### config.mk
export PLATFORM = sky130hd
export DESIGN_NAME = mac_irq_collector
export DESIGN_NICKNAME = d
export VERILOG_FILES = /design/src/rtl/mac_irq_pkg.sv /design/src/rtl/mac_irq_status.sv /design/src/rtl/mac_irq_enable.sv /design/src/rtl/mac_irq_line.sv /design/src/rtl/mac_irq_collector.sv
export SDC_FILE = /design/constraint.sdc
export NUM_CORES = 1
export LEC_CHECK = 0
export ABC_AREA = 0
export BUFFER_PORTS_ARGS = -buffer_cell sky130_fd_sc_hd__buf_2
export CAP_MARGIN = 5
export CORE_MARGIN = 4
export CORE_UTILIZATION = 44
export CTS_CLUSTER_SIZE = 14
export DETAILED_ROUTE_END_ITERATION = 10
export GPL_ROUTABILITY_DRIVEN = 0
export PLACE_DENSITY = 0.86
export SLEW_MARGIN = 5
export SYNTH_ARGS = -nofsm -noshare
export SYNTH_HDL_FRONTEND = slang
export SYNTH_SLANG_ARGS = --single-unit
### constraint.sdc
create_clock -name clk -period 0.86 [get_ports clk]
set_clock_uncertainty 0.1 [all_clocks]
set_input_delay 0 -clock clk [delete_from_list [all_inputs] [get_ports clk]]
set_output_delay 0 -clock clk [all_outputs]
set_load 0.02 [all_outputs]
### src/rtl/mac_irq_pkg.sv
// Package: shared constants for the MAC interrupt event collector.
// Assumes a 16-bit register word and two mapped word addresses.
package mac_irq_pkg;
    localparam int WORD_W = 16;
    localparam int ADDR_W = 2;

    // Source bit positions (hardware event inputs and status bits share them)
    localparam int SRC_RX_DONE   = 0;
    localparam int SRC_RX_NODESC = 1;
    localparam int SRC_RX_FULL   = 2;
    localparam int SRC_RX_EARLY  = 3;
    localparam int SRC_TX_DONE   = 4;
    localparam int SRC_TX_EARLY  = 7;
    localparam int SRC_CNT_WRAP  = 8;
    localparam int SRC_LINK_CHG  = 9;

    localparam logic [WORD_W-1:0] LIVE_MASK =
        WORD_W'((1 << SRC_RX_DONE)  | (1 << SRC_RX_NODESC) |
                (1 << SRC_RX_FULL)  | (1 << SRC_RX_EARLY)  |
                (1 << SRC_TX_DONE)  | (1 << SRC_TX_EARLY)  |
                (1 << SRC_CNT_WRAP) | (1 << SRC_LINK_CHG));

    typedef enum logic [ADDR_W-1:0] {
        WADDR_STATUS = 2'd0,
        WADDR_ENABLE = 2'd1
    } word_addr_e;
endpackage

### src/rtl/mac_irq_status.sv
// Sticky status word: each live bit sets on an event pulse and clears on a
// host status read. An event at the clearing edge wins, so none is lost.
// Assumes clr_i is a single-cycle strobe; dead bit positions are never stored.
module mac_irq_status #(
    parameter int                 WORD_W    = 16,
    parameter logic [WORD_W-1:0]  LIVE_MASK = '1
) (
    input  logic              clk,
    input  logic              rst_n,
    input  logic [WORD_W-1:0] evt_i,
    input  logic              clr_i,
    output logic [WORD_W-1:0] stat_o
);
    logic [WORD_W-1:0] stat_q;
    logic [WORD_W-1:0] evt_live;
    logic [WORD_W-1:0] keep;

    // Purpose: restrict incoming pulses to the live source positions
    always_comb evt_live = evt_i & LIVE_MASK;

    // Purpose: choose whether existing bits survive this edge
    always_comb keep = clr_i ? '0 : stat_q;

    // Purpose: update the sticky status word
    always_ff @(posedge clk) begin
        if (!rst_n) stat_q <= '0;
        else        stat_q <= keep | evt_live;
    end

    assign stat_o = stat_q;

    AST_EVT_HELD: assert property (@(posedge clk) disable iff (!rst_n)
        (|evt_live) |=> ((stat_q & $past(evt_live)) == $past(evt_live)));
    AST_CLR_EMPTIES: assert property (@(posedge clk) disable iff (!rst_n)
        clr_i |=> ((stat_q & ~$past(evt_live)) == '0));
    AST_STICKY: assert property (@(posedge clk) disable iff (!rst_n)
        !clr_i |=> ((stat_q & $past(stat_q)) == $past(stat_q)));
endmodule

### src/rtl/mac_irq_enable.sv
// Host-written enable word; only live bit positions are stored.
// Assumes wr_i is a single-cycle strobe already decoded to the enable address.
module mac_irq_enable #(
    parameter int                 WORD_W    = 16,
    parameter logic [WORD_W-1:0]  LIVE_MASK = '1
) (
    input  logic              clk,
    input  logic              rst_n,
    input  logic              wr_i,
    input  logic [WORD_W-1:0] wdata_i,
    output logic [WORD_W-1:0] en_o
);
    logic [WORD_W-1:0] en_q;

    // Purpose: capture the enable word on a host write
    always_ff @(posedge clk) begin
        if (!rst_n)    en_q <= '0;
        else if (wr_i) en_q <= wdata_i & LIVE_MASK;
    end

    assign en_o = en_q;

    AST_EN_STORED: assert property (@(posedge clk) disable iff (!rst_n)
        wr_i |=> (en_q == ($past(wdata_i) & LIVE_MASK)));
    AST_EN_STABLE: assert property (@(posedge clk) disable iff (!rst_n)
        !wr_i |=> $stable(en_q));
endmodule

### src/rtl/mac_irq_line.sv
// Interrupt line: high while any status bit is also enabled.
// REG_OUT selects a direct (0) or a flopped (1) output; the default is direct.
module mac_irq_line #(
    parameter int WORD_W  = 16,
    parameter bit REG_OUT = 1'b0
) (
    input  logic              clk,
    input  logic              rst_n,
    input  logic [WORD_W-1:0] stat_i,
    input  logic [WORD_W-1:0] en_i,
    output logic              irq_o
);
    logic pend;

    // Purpose: detect any enabled, pending source
    always_comb pend = |(stat_i & en_i);

    if (REG_OUT) begin : g_flop
        logic irq_q;
        // Purpose: retime the request to a flop output
        always_ff @(posedge clk) begin
            if (!rst_n) irq_q <= 1'b0;
            else        irq_q <= pend;
        end
        assign irq_o = irq_q;
    end else begin : g_direct
        assign irq_o = pend;
    end
endmodule

### src/rtl/mac_irq_collector.sv
// Top: decodes the host register port, holds the read data register and
// joins status, enable and interrupt line. Assumes strobes last one cycle
// per access; status reads clear, writes to the status address are dropped.
module mac_irq_collector
    import mac_irq_pkg::*;
#(
    parameter int                 DATA_W   = WORD_W,
    parameter int                 AW       = ADDR_W,
    parameter logic [DATA_W-1:0]  SRC_MASK = LIVE_MASK
) (
    input  logic              clk,
    input  logic              rst_n,
    input  logic [DATA_W-1:0] evt_pulse,
    input  logic              reg_rd,
    input  logic              reg_wr,
    input  logic [AW-1:0]     reg_addr,
    input  logic [DATA_W-1:0] reg_wdata,
    output logic [DATA_W-1:0] reg_rdata,
    output logic              irq
);
    localparam logic [AW-1:0] A_STAT = AW'(WADDR_STATUS);
    localparam logic [AW-1:0] A_EN   = AW'(WADDR_ENABLE);

    logic              hit_stat;
    logic              hit_en;
    logic              stat_clr;
    logic              en_wr;
    logic [DATA_W-1:0] stat_w;
    logic [DATA_W-1:0] en_w;
    logic [DATA_W-1:0] rd_mux;
    logic [DATA_W-1:0] rdata_q;

    // Purpose: decode the word address
    always_comb begin
        hit_stat = (reg_addr == A_STAT);
        hit_en   = (reg_addr == A_EN);
    end

    // Purpose: form the clear and write strobes
    always_comb begin
        stat_clr = reg_rd & hit_stat;
        en_wr    = reg_wr & hit_en;
    end

    mac_irq_status #(.WORD_W(DATA_W), .LIVE_MASK(SRC_MASK)) i_status (
        .clk    (clk),
        .rst_n  (rst_n),
        .evt_i  (evt_pulse),
        .clr_i  (stat_clr),
        .stat_o (stat_w)
    );

    mac_irq_enable #(.WORD_W(DATA_W), .LIVE_MASK(SRC_MASK)) i_enable (
        .clk     (clk),
        .rst_n   (rst_n),
        .wr_i    (en_wr),
        .wdata_i (reg_wdata),
        .en_o    (en_w)
    );

    mac_irq_line #(.WORD_W(DATA_W), .REG_OUT(1'b0)) i_line (
        .clk    (clk),
        .rst_n  (rst_n),
        .stat_i (stat_w),
        .en_i   (en_w),
        .irq_o  (irq)
    );

    // Purpose: select the word returned by a read
    always_comb begin
        if (hit_stat)    rd_mux = stat_w;
        else if (hit_en) rd_mux = en_w;
        else             rd_mux = '0;
    end

    // Purpose: register read data; hold it between reads
    always_ff @(posedge clk) begin
        if (!rst_n)      rdata_q <= '0;
        else if (reg_rd) rdata_q <= rd_mux;
    end

    assign reg_rdata = rdata_q;

    AST_RDATA_DEAD_ZERO: assert property (@(posedge clk) disable iff (!rst_n)
        ((reg_rdata & ~SRC_MASK) == '0));
    AST_IRQ_HAS_CAUSE: assert property (@(posedge clk) disable iff (!rst_n)
        $rose(irq) |-> $past(|(evt_pulse & en_w)) || $past(en_wr));
    AST_MASK_ALL_QUIET: assert property (@(posedge clk) disable iff (!rst_n)
        (en_wr && reg_wdata == '0) |=> !irq);
    AST_RDATA_HOLD: assert property (@(posedge clk) disable iff (!rst_n)
        !reg_rd |=> $stable(reg_rdata));
    AST_STAT_WR_IGNORED: assert property (@(posedge clk) disable iff (!rst_n)
        (reg_wr && !hit_en) |=> $stable(en_w));
endmodule

# --- After elaboration in Yosys (flattened, before gate mapping) ---
# Index checks and enable logic that the tools add are counted.
totals:
  register_bits: 40
  latchBits: 0
  ramBits: 0
  mem_bits_ro: 0
  in_bits: 38
  output_inout_bits: 17
  elab_cells: 13
  mem_count: 0
classes:
  addsub: 0
  n_mul: 0
  n_div: 0
  order_cmp: 0
  n_eq_ne: 1
  shift: 0
  muxes: 3
  n_bitwise: 4
  n_reduce_logical: 2
ops:
  columns: ["op", "count"]
  rows:
  - ["$mux W16", 2]
  - ["$and A16 B10 Y16", 1]
  - ["$or A16 B10 Y16", 1]
  - ["$reduce_or A16 Y1", 1]
  - ["$mux W10", 1]
  - ["$and A1 B1 Y1", 2]
  - ["$eq A2 B1 Y1 const B", 1]
  - ["$logic_not A2 Y1", 1]

# --- Logic depth before layout (Yosys ltp) ---
logic_depth:
  depth_word: 4
  mapped_depth: 4
  mapped_depth_nobuf: 2

# --- By module ---
# From an unflattened synthesis, not the netlist that was laid out.
unflattened:
  cells_unflattened: 134
  area_unflattened_um2: 1599.0
by_module_without_submodules:
  columns: ["mod", "n_inst", "cells_each", "area_per_inst_um2", "seq_area_each_um2"]
  rows:
  - ["mac_irq_collector", 1, 57, 793.3, 320.3]
  - ["mac_irq_enable", 1, 34, 365.4, 160.2]
  - ["mac_irq_status", 1, 34, 339.1, 160.2]
  - ["mac_irq_line", 1, 9, 101.3, 0.0]

# --- Worst setup path before layout ---
# OpenSTA, ideal clock, no wires.
synth_timing:
  kind: "reg-to-output"
  startpoint: "register i_status.stat_q[7] (netlist: i_status.stat_o[7])"
  endpoint: "output irq"
  t_arrival_ns: 0.713
  required_ns: 0.760
  setup_slack_ns: 0.047
  stages_incl_launch_ff: 3
  n_path_buf: 0
  path_cell_list: "dfxtp_1 -> a22oi_1 -> nand4_1"
synth_between:
  elab_chain_len: 2
synth_rtl:
  columns: ["item", "line_no", "source"]
  rows:
  - ["start: declaration", "mac_irq_status.sv:14", "logic [WORD_W-1:0] stat_q;"]
  - ["start signal: assignment", "mac_irq_status.sv:27", "else stat_q <= keep | evt_live;"]
  - ["$and A16 B10 Y16", "mac_irq_line.sv:16", "always_comb pend = |(stat_i & en_i);"]
  - ["$reduce_or A16 Y1", "mac_irq_line.sv:16", null]
  - ["end: declaration", "mac_irq_collector.sv:19", "output logic irq"]
# Every way passes these cells.

# --- Final worst setup path ---
layout_timing:
  startpoint: "register i_status.stat_q[0] (netlist: i_status.stat_o[0])"
  endpoint: "output irq"
# The elaborated chain is that of the path after synthesis.

==> results summary <==
The worst hold path terminates at reg_rdata[9]. The synthesized design contains 24 register bits. The CTS tree is yes. Traced cell by cell, the critical path runs through a22oi_1 -> nand4_1 -> buf_4. Setup repair after global routing could not meet its margin everywhere. The max-cap check violation count came out at 0. The CTS clock-pin slew for the worst setup and hold paths is 0.13 ns. The most common cell after layout, fill and taps aside is sky130_fd_sc_hd__buf_2. The overall die height is 57.2 um. Leaving out filler cells and counting taps, the final layout contains 196. The total negative slack for setup checks came out at -0.883 ns. The post-synthesis compound-gate area fraction came out at 16.9%. The launching point of the worst reg2reg path is i_status.stat_o[4]. The first routing iteration left 33 violations. The count of antenna-violating nets left after detailed routing came out at 0. Across all setup checks in the final design, the least slack found is -0.428 ns. In this run the most used layer during global routing was met2. The hold violation total from the final report came out at 1.

The clock reaches the later pin of the worst-skew pair after 0.31 ns. The share of the clock period used by the worst path is 150%. The share of final-layout standard cells stronger than drive strength 1 came out at 41.7%.

STA puts the critical path data arrival time at 1.19 ns. The tightest hold margin is -0.00348 ns. Along the worst hold path, the cell count comes to 3. The peak supply drop is 1480 uV. The final routed wirelength across all metal layers is 2.86 mm. Of the total synthesized cell area, the portion taken by full adders, half adders and majority gates is 0%. In this run the power density over the cells is 1520 nW/um^2. The synthesized area per cell came out at 9.33 um^2. Global routing consumed, on the met3 layer, 1.58% of the routing resources. In this run the most critical hold path is launched from reg_rd. The achievable frequency came out at 0.776 GHz. Global routing used 23.8% of the available met1 tracks. The core region is 2250 um^2. The initial core utilization is 47.2%. The multiplexer area fraction after synthesis came out at 15.1%.

The worst-path maximum fanout is 3. Summing the areas of all and, or, nand and nor instances in the mapped netlist gives 11.8% of the synthesized area. The static leakage came out at 0.701 nW. The sequential cell area fraction in the yosys report is 45.2%. The number of H-tree branching levels is 1. The number of top-level pins is 55. The site row count is 17. The number of remaining DRC errors came out at 0. Global routing finished with a remaining overflow of 0.

The run finished, with violations left. The count of pins over their slew limit came to 0. The deepest clock path buffer count is 2. The total of buffers placed on input and output ports came out at 30. The summed instance area of the synthesized netlist came out at 1060 um^2. The post-layout minimum cycle time is 1.29 ns. The worst setup path is of the register to output port kind. At the end of the flow the core is filled with cells to 71.2%. The chip width is 57.2 um. On the worst path, the slowest cell contributes a delay of 0.35 ns. Entering global routing, the biggest net connects 25 pins. The number of unique standard cell types used by synthesis is 18.

The required arrival time at the worst endpoint came out at 0.76 ns. The number of global-route vias before repair came out at 998. In this run the worst hold path is classified as input pin to register. The flop-to-flop setup slack came out at -0.15 ns.

The average detailed-routed wire length per instance is 14.6 um. Measured in cells, the most critical reg-to-reg path has a length of 4. The half-perimeter wire length of the detailed placement result is 1.84 mm. The transition at the pin with the smallest max-transition slack is 0.603 ns. The initial antenna violation count came to 0.

In the routed layout, each cell is associated on average with a via count of 5.19. The xor and xnor area share after synthesis is 0%. The number of placed cells counting well taps came out at 169.

The number of warnings issued by yosys is 0. The die outline area is 3270 um^2. Leaving out fill and tap cells, the most frequent cells in the layout are 21 x sky130_fd_sc_hd__buf_2, 18 x sky130_fd_sc_hd__dfxtp_2, 16 x sky130_fd_sc_hd__mux2i_1, 16 x sky130_fd_sc_hd__nand2_1, 16 x sky130_fd_sc_hd__dlygate4sd3_1. In this run, post-CTS hold repair placed 16 buffers. After synthesis, the largest family of logic cells by area is compound AO/OA/AOI/OAI gates. The number of buffers added by the clock tree synthesis step came out at 3. The highest-delay cell along the critical path is sky130_fd_sc_hd__dfxtp_1. The final setup violation count came out at 11. The number of antenna diodes in the final layout is 0. STA classifies the critical path startpoint as a register. Counting every instance in the synthesized netlist gives 114.

The cell sitting at the root of the clock tree is a sky130_fd_sc_hd__clkbuf_4. The total clock sinks came out at 24. Measured against its own limit, the worst slew margin works out to 59.7%. The area growth from synthesis to layout is 50.9%. The post-layout total power is 2.44 mW. The count of nets after finishing is 207.

The met2 layer usage reported by global route is 32.0%. Detailed routing inserted a total of 1017 vias. The first-pass GRT wire length came out at 4.73 mm. The final reports fail on hold timing, setup timing. The worst setup path is captured at an output port. The worst register-to-register path ends at reg_rdata[4]. The overall routing resource usage came out at 18.3%. For this run, the detailed router's first-pass iteration total came to 4.
state kept, by name, summed over array words and instances, names as in the netlist:
name / flops
i_enable.en_o: 8
i_status.stat_o: 8
reg_rdata: 8
area by class of cell:
| cell class | instances | area, um^2 |
|---|---|---|
| Multi-Input combinational cell | 81 | 526 |
| Clock buffer | 3 | 22.5 |
| Tap cell | 28 | 35.0 |
| Clock inverter | 1 | 30.0 |
| Fill cell | 169 | 649 |
| Sequential cell | 24 | 503 |
| Timing Repair Buffer | 59 | 489 |
routing by layer:
layer | part of all wire (%) | up-vias | wire [um]
met5 | 0 | - | 0
met4 | 0.45 | 0 | 13
met3 | 5.2 | 2 | 149
met2 | 53 | 42 | 1520
met1 | 41 | 483 | 1180
li1 | - | 490 | -
worst max-delay path by stage:
stage / startpoint / to / slack [ns] / cells after the start
final: i_status.stat_o[0] / irq / -0.43 / 3
after global routing: i_status.stat_o[7] / irq / -0.45 / 3
after CTS: i_status.stat_o[3] / irq / -0.40 / 3
after detailed placement: rst_n / reg_rdata[7] / -0.09 / 3
after global placement: i_status.stat_o[3] / irq / -0.05 / 3
after floorplan: i_status.stat_o[7] / irq / 0.05 / 2
metrics by stage:
step	area, um^2	hold WS [ns]	setup slack [ns]
2_1_floorplan	1090	0.0421	0.0471
5_1_grt	1610	-0.000326	-0.453
3_3_place_gp	1230	0.148	-0.0490
6_report	1610	-0.00348	-0.428
4_1_cts	1580	-0.0242	-0.397
3_5_place_dp	1230	0.152	-0.0916
cell usage after synthesis:
| cell | instances | share of area (%) |
|---|---|---|
| sky130_fd_sc_hd__and3b_1 | 1 | 0.82 |
| sky130_fd_sc_hd__buf_6 | 2 | 2.1 |
| sky130_fd_sc_hd__clkbuf_1 | 1 | 0.35 |
| sky130_fd_sc_hd__buf_2 | 3 | 1.4 |
| sky130_fd_sc_hd__clkbuf_2 | 1 | 0.47 |
| sky130_fd_sc_hd__nand4_1 | 1 | 0.59 |
| sky130_fd_sc_hd__o2bb2ai_1 | 8 | 6.6 |
| sky130_fd_sc_hd__buf_4 | 9 | 6.4 |
| sky130_fd_sc_hd__mux2i_1 | 16 | 15 |
| sky130_fd_sc_hd__nor2b_1 | 2 | 1.2 |
| sky130_fd_sc_hd__nor2_1 | 8 | 2.8 |
| sky130_fd_sc_hd__a21oi_1 | 8 | 3.8 |
| sky130_fd_sc_hd__nand3b_1 | 1 | 0.71 |
| sky130_fd_sc_hd__dfxtp_1 | 24 | 45 |
| sky130_fd_sc_hd__o21ai_0 | 8 | 3.8 |
| sky130_fd_sc_hd__a22oi_1 | 4 | 2.8 |
| sky130_fd_sc_hd__nand2_1 | 16 | 5.6 |
| sky130_fd_sc_hd__conb_1 | 1 | 0.35 |
critical path: cells and delay by family, from the launching register on:
family | cells | cell delay, ns
compound gates | 1 | 0.20
buf+inv | 1 | 0.18
flops | 1 | 0.35
simple gates | 1 | 0.14
power breakdown:
part           switching [mW]  leakage [nW]  internal [mW]
Combinational           0.200         0.469          0.211
Clock                   0.342        0.0279          0.471
Sequential             0.0486         0.204           1.17
logic make-up after synthesis:
group	count (synthesis)
muxes	16
other	1
AOI/OAI and AO/OA	28
buffers and inverters	16
DFF	24
and+or+nand+nor	29
timing repair:
action,4_1_cts,5_1_grt
resized for setup,36,8
endpoints found under the setup margin,11,17
buffers inserted,6,1
pin swaps,2,2
hold endpoints to repair,24,1
(Power assumes the default switching activity.)
